**config.mk**
```make
export PLATFORM = sky130hd
export DESIGN_NAME = thread_runctl
export DESIGN_NICKNAME = d
export VERILOG_FILES = /design/src/rtl/runctl_pkg.sv /design/src/rtl/rc_decode.sv /design/src/rtl/rc_lane.sv /design/src/rtl/rc_readback.sv /design/src/rtl/thread_runctl.sv
export SDC_FILE = /design/constraint.sdc
export NUM_CORES = 1
export LEC_CHECK = 0
export CORE_UTILIZATION = 28
export DETAILED_ROUTE_END_ITERATION = 16
export PLACE_DENSITY = 0.91
export RECOVER_POWER = 100
export SLEW_MARGIN = 20
export SYNTH_ARGS = -nofsm -noshare
export SYNTH_HDL_FRONTEND = slang
export SYNTH_HIERARCHICAL = 1
export SYNTH_SLANG_ARGS = --single-unit
```
**constraint.sdc**
```tcl
create_clock -name clk -period 3.7 [get_ports clk]
set_clock_uncertainty 0.15 [all_clocks]
set_input_delay 0.74 -clock clk [delete_from_list [all_inputs] [get_ports clk]]
set_output_delay 0.74 -clock clk [all_outputs]
set_load 0.02 [all_outputs]
```
**src/rtl/runctl_pkg.sv**
```systemverilog
package runctl_pkg;
  localparam int WORD_W      = 64;
  localparam int LANE_W      = 8;
  localparam int MAX_THREADS = 4;

  localparam int IDX_STATE = 'h412;
  localparam int IDX_INFO  = 'h413;
  localparam int IDX_CTRL  = 'h449;
  localparam int IDX_RAS   = 'h454;

  // MSB-first bit offsets of commands inside a lane
  localparam int CMD_STOP   = 7;
  localparam int CMD_START  = 6;
  localparam int CMD_SRESET = 4;
  localparam int CMD_CLRM   = 3;

  typedef enum logic [1:0] {
    SEL_NONE  = 2'd0,
    SEL_STATE = 2'd1,
    SEL_RAS   = 2'd2,
    SEL_CTRL  = 2'd3
  } reg_sel_e;

  // MSB-first bit number to bus vector position
  function automatic int be_pos(input int n);
    return WORD_W - 1 - n;
  endfunction
endpackage

```
**src/rtl/rc_decode.sv**
```systemverilog
module rc_decode
  import runctl_pkg::*;
#(
  parameter int ADDR_W = 24
) (
  input  logic              req_valid,
  input  logic              req_write,
  input  logic [ADDR_W-1:0] req_addr,
  input  logic [3:0]        req_bytes,
  output reg_sel_e          sel,
  output logic              wr_ok,
  output logic              rd_any
);
  localparam int IDX_W = ADDR_W - 3;

  logic [IDX_W-1:0] idx;
  logic             shape_ok;

  assign idx      = req_addr[ADDR_W-1:3];
  assign shape_ok = (req_bytes == 4'd8) && (req_addr[2:0] == 3'b000);

  always_comb begin
    sel = SEL_NONE;
    if (shape_ok) begin
      if (idx == IDX_W'(IDX_STATE))     sel = SEL_STATE;
      else if (idx == IDX_W'(IDX_RAS))  sel = SEL_RAS;
      else if (idx == IDX_W'(IDX_CTRL)) sel = SEL_CTRL;
    end
  end

  assign wr_ok  = req_valid && req_write && (sel == SEL_CTRL);
  assign rd_any = req_valid && !req_write;
endmodule

```
**src/rtl/rc_lane.sv**
```systemverilog
module rc_lane
  import runctl_pkg::*;
(
  input  logic              clk,
  input  logic              rst,
  input  logic              cmd_en,
  input  logic [LANE_W-1:0] lane_bits,
  output logic              stop_o,
  output logic              start_o,
  output logic              sreset_o,
  output logic              stopped_o
);
  // lane_bits[LANE_W-1] is MSB-first lane bit 0
  logic c_stop, c_start, c_sreset, c_clrm;

  assign c_stop   = lane_bits[LANE_W-1-CMD_STOP];
  assign c_start  = lane_bits[LANE_W-1-CMD_START];
  assign c_sreset = lane_bits[LANE_W-1-CMD_SRESET];
  assign c_clrm   = lane_bits[LANE_W-1-CMD_CLRM];

  always_ff @(posedge clk) begin
    if (rst) begin
      stop_o    <= 1'b0;
      start_o   <= 1'b0;
      sreset_o  <= 1'b0;
      stopped_o <= 1'b0;
    end else begin
      stop_o   <= cmd_en && c_stop;
      start_o  <= cmd_en && (c_start || c_clrm);
      sreset_o <= cmd_en && c_sreset;
      if (cmd_en) begin
        if (c_start || c_clrm) stopped_o <= 1'b0;
        else if (c_stop)       stopped_o <= 1'b1;
      end
    end
  end

  assert_stop_sets_R2: assert property (@(posedge clk) disable iff (rst)
    (stop_o && !start_o) |-> stopped_o);
  assert_start_clears_R3: assert property (@(posedge clk) disable iff (rst)
    start_o |-> !stopped_o);
  assert_sreset_keeps_R5: assert property (@(posedge clk) disable iff (rst)
    (sreset_o && !stop_o && !start_o) |-> $stable(stopped_o));
endmodule

```
**src/rtl/rc_readback.sv**
```systemverilog
module rc_readback
  import runctl_pkg::*;
#(
  parameter int NUM_THREADS = 4
) (
  input  logic                   clk,
  input  logic                   rst,
  input  logic                   rd_en,
  input  reg_sel_e               sel,
  input  logic [NUM_THREADS-1:0] halted_in,
  input  logic                   one_lpar_in,
  input  logic [NUM_THREADS-1:0] stopped_in,
  output logic                   rsp_valid,
  output logic [WORD_W-1:0]      rsp_rdata
);
  logic [WORD_W-1:0] state_w, ras_w, next_w;

  always_comb begin
    state_w = '0;
    ras_w   = '0;
    for (int i = 0; i < NUM_THREADS; i++) begin
      state_w[be_pos(56 + i)]          = halted_in[i];
      ras_w[be_pos(LANE_W * i)]        = stopped_in[i];
      ras_w[be_pos(LANE_W * i + 1)]    = stopped_in[i];
    end
    state_w[be_pos(62)] = one_lpar_in;
  end

  always_comb begin
    case (sel)
      SEL_STATE: next_w = state_w;
      SEL_RAS:   next_w = ras_w;
      default:   next_w = '0;
    endcase
  end

  always_ff @(posedge clk) begin
    if (rst) begin
      rsp_valid <= 1'b0;
      rsp_rdata <= '0;
    end else begin
      rsp_valid <= rd_en;
      rsp_rdata <= rd_en ? next_w : '0;
    end
  end

  assert_rsp_follows_read_R1: assert property (@(posedge clk) disable iff (rst)
    rsp_valid |-> $past(rd_en));
  assert_idle_zero_R8: assert property (@(posedge clk) disable iff (rst)
    !rsp_valid |-> (rsp_rdata == '0));
endmodule

```
**src/rtl/thread_runctl.sv**
```systemverilog
module thread_runctl
  import runctl_pkg::*;
#(
  parameter int NUM_THREADS = 4,
  parameter int ADDR_W      = 24
) (
  input  logic                   clk,
  input  logic                   rst,
  input  logic                   req_valid,
  input  logic                   req_write,
  input  logic [ADDR_W-1:0]      req_addr,
  input  logic [3:0]             req_bytes,
  input  logic [63:0]            req_wdata,
  output logic                   rsp_valid,
  output logic [63:0]            rsp_rdata,
  input  logic [NUM_THREADS-1:0] halted_in,
  input  logic                   one_lpar_in,
  input  logic                   err_clear,
  output logic [NUM_THREADS-1:0] stop_pulse,
  output logic [NUM_THREADS-1:0] start_pulse,
  output logic [NUM_THREADS-1:0] sreset_pulse,
  output logic [NUM_THREADS-1:0] stopped,
  output logic                   unsup_err
);
  localparam int CMD_CNT = 4;

  reg_sel_e          sel;
  logic              wr_ok, rd_any;
  logic [WORD_W-1:0] legal_mask;
  logic              bad_bits;

  rc_decode #(.ADDR_W(ADDR_W)) u_dec (
    .req_valid (req_valid),
    .req_write (req_write),
    .req_addr  (req_addr),
    .req_bytes (req_bytes),
    .sel       (sel),
    .wr_ok     (wr_ok),
    .rd_any    (rd_any)
  );

  generate
    for (genvar i = 0; i < NUM_THREADS; i++) begin : g_lane
      rc_lane u_lane (
        .clk       (clk),
        .rst       (rst),
        .cmd_en    (wr_ok),
        .lane_bits (req_wdata[WORD_W-1-LANE_W*i -: LANE_W]),
        .stop_o    (stop_pulse[i]),
        .start_o   (start_pulse[i]),
        .sreset_o  (sreset_pulse[i]),
        .stopped_o (stopped[i])
      );
    end
  endgenerate

  always_comb begin
    int cmd_bits [CMD_CNT];
    cmd_bits = '{CMD_STOP, CMD_START, CMD_SRESET, CMD_CLRM};
    legal_mask = '0;
    for (int i = 0; i < NUM_THREADS; i++)
      for (int k = 0; k < CMD_CNT; k++)
        legal_mask[be_pos(LANE_W * i + cmd_bits[k])] = 1'b1;
  end

  assign bad_bits = |(req_wdata & ~legal_mask);

  always_ff @(posedge clk) begin
    if (rst)                      unsup_err <= 1'b0;
    else if (wr_ok && bad_bits)   unsup_err <= 1'b1;
    else if (err_clear)           unsup_err <= 1'b0;
  end

  rc_readback #(.NUM_THREADS(NUM_THREADS)) u_rb (
    .clk         (clk),
    .rst         (rst),
    .rd_en       (rd_any),
    .sel         (sel),
    .halted_in   (halted_in),
    .one_lpar_in (one_lpar_in),
    .stopped_in  (stopped),
    .rsp_valid   (rsp_valid),
    .rsp_rdata   (rsp_rdata)
  );

  assert_err_sticky_R9: assert property (@(posedge clk) disable iff (rst)
    (unsup_err && !err_clear) |=> unsup_err);
  assert_err_set_wins_R9: assert property (@(posedge clk) disable iff (rst)
    (req_valid && req_write && req_bytes == 4'd8 && req_addr[2:0] == 3'b000 &&
     req_addr[ADDR_W-1:3] == (ADDR_W-3)'(IDX_CTRL) && bad_bits) |=> unsup_err);
  assert_pulse_needs_write_R11: assert property (@(posedge clk) disable iff (rst)
    (|{stop_pulse, start_pulse, sreset_pulse}) |-> $past(req_valid && req_write));
  assert_no_pulse_on_read_R1: assert property (@(posedge clk) disable iff (rst)
    rsp_valid |-> !(|{stop_pulse, start_pulse, sreset_pulse}));
endmodule

```
==> impl_metrics.json, run 1 <==
{
  "finalHoldViolCount": 0,
  "setup_violations": 0,
  "synth_area_leaders": "dfxtp_1 33%, buf_4 25%, nor4_2 4.6%",
  "yosys.area.top_type_share_pct": 32.9,
  "utilization_pct": 51.4,
  "synthDistinctLibCells": 31,
  "post_cts_resized": 0,
  "fp.dieH_microns": 78.6,
  "cts_setup_buffers": 0,
  "hold_buffers": 0,
  "critPathLaunch": "req_bytes[1]",
  "routed_wl_microns": 4710,
  "drc_errors": 0,
  "hold_path_depth": 2,
  "diodes": 0,
  "placed_area_sq_mm": 0.00286,
  "crit_chain": "clkdlybuf4s50_1 > nor4b_2 > nand4_1 > a2111oi_4 > clkbuf_1 > inv_1 > a21oi_1 > o41a_1",
  "final.fill_count": 499,
  "rsz0062_at_grt": "no",
  "rr_worst_depth": 3,
  "die_area_sq_mm": 0.00617,
  "slew_viol_final": 0,
  "start_util_pct": 29.5,
  "worstSetupPathType": "input pin to flop",
  "min_path_type": "flop to flop",
  "drive_gt1_share_pct": 9.57,
  "ys_seq_elements": 27,
  "worst_ep_arrival_time_ns": 3.19,
  "finalInstanceArea_sq_mm": 0.00286,
  "worstHoldStart": "g_lane[2].u_lane/stopped_o$_SDFFE_PP0P_",
  "vdd_ir_drop_max_uv": 116,
  "grt.total_usage_pct": 14.2,
  "timing.hold.ws_ns": 0.378,
  "max_slew_margin_pct": 42.5,
  "portBuffers": 132,
  "clock_latency_ns": 0.27,
  "synth-edff-count": 0,
  "finalSetupTns_ns": 0,
  "ys.flop_type": "dfxtp_1",
  "htreeDepth": 1,
  "max_cap_violations": 0,
  "cellLeakagePower_nw": 1.19,
  "io_pins": 184,
  "grt_max_degree": 22,
  "ant_nets": 0,
  "clk_pin_slew_worst_paths_ns": 0.09,
  "crit_path_max_fanout": 21,
  "num_vias": 1590,
  "antenna_found_initial": 0,
  "grt-ovfl-total": 0,
  "critical_path.startpoint_type": "input pin",
  "crit_family": "buffers and inverters",
  "die_width_microns": 78.6,
  "cp.depth": 8,
  "status": "complete, no violations",
  "cts_num_sinks": 27,
  "crit_buf_inv": 3,
  "crit-reg2reg-launch": "unsup_err$_SDFFE_PP0P_",
  "fin_cells": 375,
  "power_density_mw_per_mm2": 221,
  "area_growth_pct": 74.4,
  "hpwl_microns": 4080,
  "worst_slew_pin_slew_ns": 0.862,
  "fmax_ghz": 0.320,
  "design_power_total_uw": 632,
  "max_stage_delay_ns": 0.69,
  "core_sq_mm": 0.00557,
  "async_reset_ff_share_pct": 0,
  "wl_per_cell_microns": 12.6,
  "globalplace.congestion": 0.696,
  "first_global_vias": 1438,
  "yosys.area.top_type": "dfxtp_1",
  "rows": 27,
  "synth_warnings": 6,
  "syn_avg_cell_area_sq_um": 9.66,
  "ys_seq_area_share_pct": 32.9,
  "vias_per_cell": 4.24,
  "grt_pass1_wl_microns": 6840,
  "cpMaxStageDelayCell": "clkbuf_1",
  "cts_tree": "done",
  "endpoint_kind": "flop",
  "syn_area_sq_mm": 0.00164,
  "post-route-period-util_pct": 84.6,
  "post-place-cells": 371,
  "detail_route.iter0.violations": 43,
  "syn_inst": 170,
  "period_needed_ns": 3.13,
  "first_pass_iters": 4,
  "cts_buffers": 3,
  "required_ns": 3.77,
  "cts_buffer_depth": 2,
  "clock_tree.root_cell": "clkbuf_8",
  "nNetsFinal": 408,
  "setup_ws_ns": 0.571,
  "dp_slack_ns": 0.567
}
## logic make-up after synthesis
group	after synthesis	synth area share, %
AOI/OAI and AO/OA	13	6.78
adders and majority gates	2	1.52
buffers and inverters	58	25.8
DFF	27	32.9
other	1	0.228
and+or+nand+nor	69	32.7
## layout by cell type (no fill, tap or decap), types with 4 or more instances in the layout
cell and count:
dfxtp_1 27, a21oi_2 4, and3b_2 4, and3_2 4
nor2_1 9, nand2_1 8, nor4_2 6, clkdlybuf4s50_1 101
conb_1 51, dlygate4sd3_1 31, and2_1 4, nor4_1 9
o21a_1 4
## where the power goes
group | switching (mW) | total, mW | internal [mW]
Combinational | 0.0783 | 0.180 | 0.102
Clock | 0.0846 | 0.162 | 0.0770
Sequential | 0.0000725 | 0.291 | 0.291
## state kept, by name (all words and copies together) (netlist names)
register and flops:
g_lane.u_lane/start_o 4, g_lane.u_lane/stopped_o 4, g_lane.u_lane/stop_o 4, u_rb/rsp_rdata 9, unsup_err 1, g_lane.u_lane/sreset_o 4, u_rb/rsp_valid 1
## worst reg2reg max path, delay by kind of cell (launching register included)
kind | cells | cell delay, ns
and+or+nand+nor | 2 | 0.14
AOI/OAI and AO/OA | 1 | 0.39
DFF | 1 | 0.32
## path summary, 6_finish.rpt
kind	endpoint	slack (ns)
max reg2reg	unsup_err$_SDFFE_PP0P_	2.58
min reg2reg	g_lane[2].u_lane/stopped_o$_SDFFE_PP0P_	0.38
min	g_lane[2].u_lane/stopped_o$_SDFFE_PP0P_	0.38
max	unsup_err$_SDFFE_PP0P_	0.57
## final cells by class
class | count | area [sq um] | area share, %
Clock buffer | 4 | 45.0 | 1.57
Inverter | 3 | 11.3 | 0.393
Sequential cell | 27 | 541 | 18.9
Tap cell | 72 | 90.1 | 3.15
Multi-Input combinational cell | 135 | 847 | 29.6
Timing Repair Buffer | 134 | 1330 | 46.4
## layer usage
layer,GRT usage [%],routed length (microns),share of wire [%],vias up
li1,-,-,-,756
met1,16.1,1760,37,732
met2,25.7,2470,52,92
met3,2.21,374,7.9,10
met4,6.67,102,2.2,0
met5,0,0,0,-
## Yosys cell counts (2+ instances only)
master    instances
and3b_2           4
buf_4            55
nor4_2            6
nor4_1            9
and3_2            4
and4bb_2          2
and2_1            5
inv_1             3
a21oi_2           4
dfxtp_1          27
nor3_2            4
nand2_1           8
nand4_1           3
o21a_1            4
nor2_1            9
ha_1              2
nor4b_1           2
nor3b_2           4
nor4b_2           3
No activity file was read; power rests on OpenSTA's default activity.
==> run 2, diff against run 1 <==
- clock period: 3.7 -> 3.1 ns (I/O delays scaled with it)
==> impl_metrics.json, run 2 (synthesis gave the netlist of run 1 again) <==
{
  "status": "complete, no violations",
  "vias_per_cell": 4.18,
  "power_density_mw_per_mm2": 266,
  "rsz0062_at_grt": "no",
  "max_slew_margin_pct": 49.0,
  "finalHoldViolCount": 0,
  "detail_route.iter0.violations": 42,
  "worstReg2RegEnd": "unsup_err$_SDFFE_PP0P_",
  "setup_violations": 0,
  "first_global_vias": 1526,
  "dp_slack_ns": 0.0910,
  "ff_latch_area_sq_um": 541,
  "crit_path_max_fanout": 21,
  "hpwl_microns": 4200,
  "p_comb_share_pct": 28.2,
  "cts_buffer_depth": 2,
  "max_stage_delay_ns": 0.71,
  "crit_chain": "clkdlybuf4s50_1 > nor4_2 > nand4_1 > clkbuf_4 > a2111oi_1 > buf_12 > inv_1 > a21oi_1 > o41a_1",
  "routed_wl_microns": 4880,
  "diodes": 0,
  "fin_cells": 376,
  "vdd_ir_drop_max_uv": 153,
  "critical_path.startpoint_type": "input pin",
  "endpoint_kind": "flop",
  "grt.total_usage_pct": 15.2,
  "grt_max_degree": 22,
  "largest_register_ffs": 9,
  "r2r_slack_ns": 2.00,
  "htreeDepth": 1,
  "fmax_ghz": 0.351,
  "first_pass_iters": 4,
  "clock_latency_ns": 0.27,
  "die_area_sq_mm": 0.00617,
  "cts_setup_buffers": 0,
  "rr_worst_depth": 3,
  "post-route-period-util_pct": 91.8,
  "cts_num_sinks": 27,
  "io_pins": 184,
  "worstSetupEndpoint": "unsup_err$_SDFFE_PP0P_",
  "cp.depth": 9,
  "num_vias": 1572,
  "power_frac_seq_pct": 45.5,
  "core_sq_mm": 0.00557,
  "wl_per_cell_microns": 13.0,
  "crit_family": "compound AO/OA/AOI/OAI gates",
  "power_switching_share_pct": 26.6,
  "worstSetupPathType": "input pin to flop",
  "area_growth_pct": 74.9,
  "cts_buffers": 3,
  "cellLeakagePower_nw": 1.20,
  "mostFrequentLayoutCells": "100 x clkdlybuf4s50_1, 51 x conb_1, 32 x dlygate4sd3_1",
  "nNetsFinal": 409,
  "crit-reg2reg-launch": "unsup_err$_SDFFE_PP0P_",
  "post_cts_resized": 0,
  "crit_buf_inv": 4,
  "setup_ws_ns": 0.255,
  "cpMaxStageDelayCell": "a2111oi_1",
  "antenna_found_initial": 0,
  "required_ns": 3.17,
  "switchingPower_uw": 203,
  "ant_nets": 0,
  "min_path_type": "flop to flop",
  "post-place-cells": 372,
  "drc_errors": 0,
  "clk_pin_slew_worst_paths_ns": 0.09,
  "clkPwrFrac_pct": 26.3,
  "clock_tree.root_cell": "clkbuf_8",
  "portBuffers": 132,
  "p_int_uw": 560,
  "hold_buffers": 0,
  "top_register": "u_rb/rsp_rdata",
  "globalplace.congestion": 0.696,
  "max_cap_violations": 0,
  "drive_gt1_share_pct": 10.2,
  "finalSetupTns_ns": 0,
  "fp.dieH_microns": 78.6,
  "critPathLaunch": "req_addr[16]",
  "multi_input_area_sq_um": 825,
  "worst_slew_pin_slew_ns": 0.764,
  "grt_pass1_wl_microns": 7270,
  "die_width_microns": 78.6,
  "rows": 27,
  "grt-ovfl-total": 0,
  "slew_viol_final": 0,
  "final_common_cell": "clkdlybuf4s50_1",
  "worst_ep_arrival_time_ns": 2.92,
  "start_util_pct": 29.5,
  "cts_tree": "done",
  "period_needed_ns": 2.85,
  "final.fill_count": 502
}
## run 2: changes by cell type in the layout (fill, tap and decap cells not counted), sizes merged
cell / previous run / this run
buf: 0 / 2
clkbuf: 6 / 4
clkdlybuf4s50: 101 / 100
clkinvlp: 0 / 1
dlygate4sd3: 31 / 32
## run 2: worst min-delay path, stage by stage, from the launching register on
cell	delay, ns
dfxtp_1	0.33
a21oi_2	0.10
nor3_1	0.05
## run 2: layer usage
layer | up-vias | track usage, % | share of wire (%)
met5 | - | 0 | 0
met2 | 86 | 30.3 | 54
met3 | 8 | 1.63 | 6.5
met1 | 718 | 16.0 | 37
met4 | 0 | 5.74 | 1.8
li1 | 760 | - | -
## run 2: worst min-delay path by stage
stage               cells past startpoint                               startpoint  slack [ns]                                       to
floorplan                               2  g_lane[0].u_lane/stopped_o$_SDFFE_PP0P_        0.44  g_lane[0].u_lane/stopped_o$_SDFFE_PP0P_
global placement                        2  g_lane[1].u_lane/stopped_o$_SDFFE_PP0P_        0.37  g_lane[1].u_lane/stopped_o$_SDFFE_PP0P_
detailed placement                      2  g_lane[1].u_lane/stopped_o$_SDFFE_PP0P_        0.38  g_lane[1].u_lane/stopped_o$_SDFFE_PP0P_
CTS                                     2  g_lane[1].u_lane/stopped_o$_SDFFE_PP0P_        0.39  g_lane[1].u_lane/stopped_o$_SDFFE_PP0P_
global route                            2  g_lane[1].u_lane/stopped_o$_SDFFE_PP0P_        0.41  g_lane[1].u_lane/stopped_o$_SDFFE_PP0P_
finish                                  2  g_lane[1].u_lane/stopped_o$_SDFFE_PP0P_        0.37  g_lane[1].u_lane/stopped_o$_SDFFE_PP0P_
## run 2: power by group through the flow
stage	clock network [mW]	registers, mW	logic (mW)
3_5_place_dp	0	0.355	0.214
4_1_cts	0.205	0.347	0.216
3_3_place_gp	0	0.355	0.212
2_1_floorplan	0	0.356	0.116
6_report	0.201	0.347	0.215
5_1_grt	0.221	0.347	0.227
## run 2: final cells by class
type / instances / share of cell area (%)
timing repair buffer: 135 / 47.2
multi-input combinational: 135 / 28.7
sequential: 27 / 18.8
tap: 72 / 3.14
clock buffer: 3 / 1.44
inverter: 3 / 0.392
clock inverter: 1 / 0.261
## run 2: stage by stage
stage               power, mW  hold WS (ns)  util [%]  instance area [sq um]
finish                  0.763         0.369      51.5                   2870
global route            0.795         0.405      51.5                   2870
CTS                     0.768         0.387      52.5                   2920
detailed placement      0.569         0.376      51.6                   2880
global placement        0.567         0.374      51.6                   2880
floorplan               0.472         0.445         -                   1830
==> run 3, diff against run 2 <==
- CORE_UTILIZATION: 28 -> 30
- PLACE_DENSITY: 0.91 -> 0.95
- clock period: 3.1 -> 3.32 ns (I/O delays scaled with it)
==> impl_metrics.json, run 3 (synthesis gave the netlist of run 1 again) <==
{
  "status": "complete, no violations",
  "post_cts_resized": 0,
  "ant_nets": 0,
  "period_needed_ns": 2.89,
  "worstReg2RegEnd": "unsup_err$_SDFFE_PP0P_",
  "area_growth_pct": 74.3,
  "first_global_vias": 1474,
  "drc_errors": 0,
  "start_util_pct": 31.7,
  "vias_per_cell": 4.20,
  "rsz0062_at_grt": "no",
  "clkPwrFrac_pct": 25.3,
  "max_slew_margin_pct": 43.5,
  "post-place-cells": 369,
  "placed_area_sq_mm": 0.00285,
  "nNetsFinal": 408,
  "worstSetupEndpoint": "u_rb/rsp_rdata[4]$_SDFF_PP0_",
  "finalSetupTns_ns": 0,
  "ff_latch_area_sq_um": 541,
  "clock_tree.root_cell": "clkbuf_8",
  "post-route-period-util_pct": 86.9,
  "crit_chain": "dlygate4sd3_1 > nor4b_1 > nand2_1 > a211oi_1 > inv_1 > ha_1 > and4bb_1 > and2_0",
  "timing.hold.ws_ns": 0.383,
  "finalInstanceArea_sq_mm": 0.00286,
  "cts_num_sinks": 27,
  "htreeDepth": 1,
  "min_path_type": "flop to flop",
  "vdd_ir_drop_max_uv": 165,
  "required_ns": 3.38,
  "io_pins": 184,
  "hpwl_microns": 3860,
  "grt-ovfl-total": 0,
  "slew_viol_final": 0,
  "setup_violations": 0,
  "die_width_microns": 76.0,
  "p_comb_share_pct": 28.3,
  "final_common_cell": "clkdlybuf4s50_1",
  "first_pass_iters": 4,
  "power_switching_share_pct": 25.2,
  "top_register": "u_rb/rsp_rdata",
  "final.fill_count": 435,
  "multi_input_area_sq_um": 847,
  "wl_per_cell_microns": 11.9,
  "rr_worst_depth": 3,
  "critPathLaunch": "req_addr[5]",
  "fin_cells": 373,
  "cts_buffers": 3,
  "finalHoldViolCount": 0,
  "r2r_slack_ns": 2.22,
  "switchingPower_uw": 176,
  "cts_tree": "done",
  "endpoint_kind": "flop",
  "max_stage_delay_ns": 0.57,
  "cellLeakagePower_nw": 1.19,
  "rows": 26,
  "critical_path.startpoint_type": "input pin",
  "clk_pin_slew_worst_paths_ns": 0.08,
  "power_density_mw_per_mm2": 244,
  "detail_route.iter0.violations": 23,
  "mostFrequentLayoutCells": "100 x clkdlybuf4s50_1, 51 x conb_1, 32 x dlygate4sd3_1",
  "crit_path_max_fanout": 5,
  "portBuffers": 132,
  "num_vias": 1566,
  "max_cap_violations": 0,
  "p_int_uw": 522,
  "worst_ep_arrival_time_ns": 2.95,
  "drive_gt1_share_pct": 9.90,
  "power_frac_seq_pct": 46.4,
  "hold_buffers": 0,
  "clock_latency_ns": 0.26,
  "largest_register_ffs": 9,
  "worst_slew_pin_slew_ns": 0.847,
  "cts_setup_buffers": 0,
  "cpMaxStageDelayCell": "dlygate4sd3_1",
  "grt_pass1_wl_microns": 7070,
  "crit-reg2reg-launch": "unsup_err$_SDFFE_PP0P_",
  "antenna_found_initial": 0,
  "globalplace.congestion": 0.724,
  "diodes": 0,
  "design_power_total_uw": 698,
  "worstSetupPathType": "input pin to flop",
  "grt.total_usage_pct": 15.2,
  "grt_max_degree": 22,
  "routed_wl_microns": 4450,
  "fmax_ghz": 0.347,
  "core_sq_mm": 0.00517,
  "cts_buffer_depth": 2,
  "fp.dieH_microns": 76.0,
  "die_area_sq_mm": 0.00577
}
-- run 3: changes by cell type in the layout (fill, tap and decap cells not counted), sizes merged --
cell,delta
buf,-2
clkbuf,+2
clkinvlp,-1
-- run 3: metal layers --
metal,vias to the layer above,share of wire [%],global-route usage [%],routed length [microns]
met1,688,38,17.0,1690
met4,0,1.1,5.00,50
met5,-,0,0,0
met3,6,8.5,2.63,380
met2,111,52,28.6,2330
li1,761,-,-,-
-- run 3: layout make-up --
type                            instances  area share, %
Tap cell                               70           3.06
Multi-Input combinational cell        135           29.6
Clock buffer                            4           1.57
Inverter                                3          0.394
Timing Repair Buffer                  134           46.5
Sequential cell                        27           18.9
-- run 3: stage by stage --
stage	util (%)	worst slack (ns)
6_report	55.3	0.434
5_1_grt	55.3	0.167
4_1_cts	56.0	0.529
3_5_place_dp	55.2	0.266
3_3_place_gp	55.2	0.384
2_1_floorplan	-	0.489
-- run 3: worst min path at each step --
stage                                                  from                                      end  slack (ns)  depth (start not counted)
global route        g_lane[2].u_lane/stopped_o$_SDFFE_PP0P_  g_lane[2].u_lane/stopped_o$_SDFFE_PP0P_        0.39                          2
finish              g_lane[2].u_lane/stopped_o$_SDFFE_PP0P_  g_lane[2].u_lane/stopped_o$_SDFFE_PP0P_        0.38                          2
CTS                 g_lane[2].u_lane/stopped_o$_SDFFE_PP0P_  g_lane[2].u_lane/stopped_o$_SDFFE_PP0P_        0.39                          2
global placement    g_lane[3].u_lane/stopped_o$_SDFFE_PP0P_  g_lane[3].u_lane/stopped_o$_SDFFE_PP0P_        0.37                          2
floorplan           g_lane[0].u_lane/stopped_o$_SDFFE_PP0P_  g_lane[0].u_lane/stopped_o$_SDFFE_PP0P_        0.44                          2
detailed placement  g_lane[2].u_lane/stopped_o$_SDFFE_PP0P_  g_lane[2].u_lane/stopped_o$_SDFFE_PP0P_        0.38                          2
-- run 3: critical path: cells and delay by family --
kind	cells	cell delay, ns
AOI/OAI and AO/OA	1	0.32
adders and majority gates	1	0.29
buffers and inverters	2	0.65
and+or+nand+nor	4	1.02
-- run 3: power by group through the flow --
stage               combinational [mW]  sequential, mW  clock [mW]
finish                           0.198           0.324       0.177
CTS                              0.199           0.324       0.181
global route                     0.210           0.324       0.194
global placement                 0.195           0.332           0
floorplan                        0.109           0.332           0
detailed placement               0.198           0.332           0
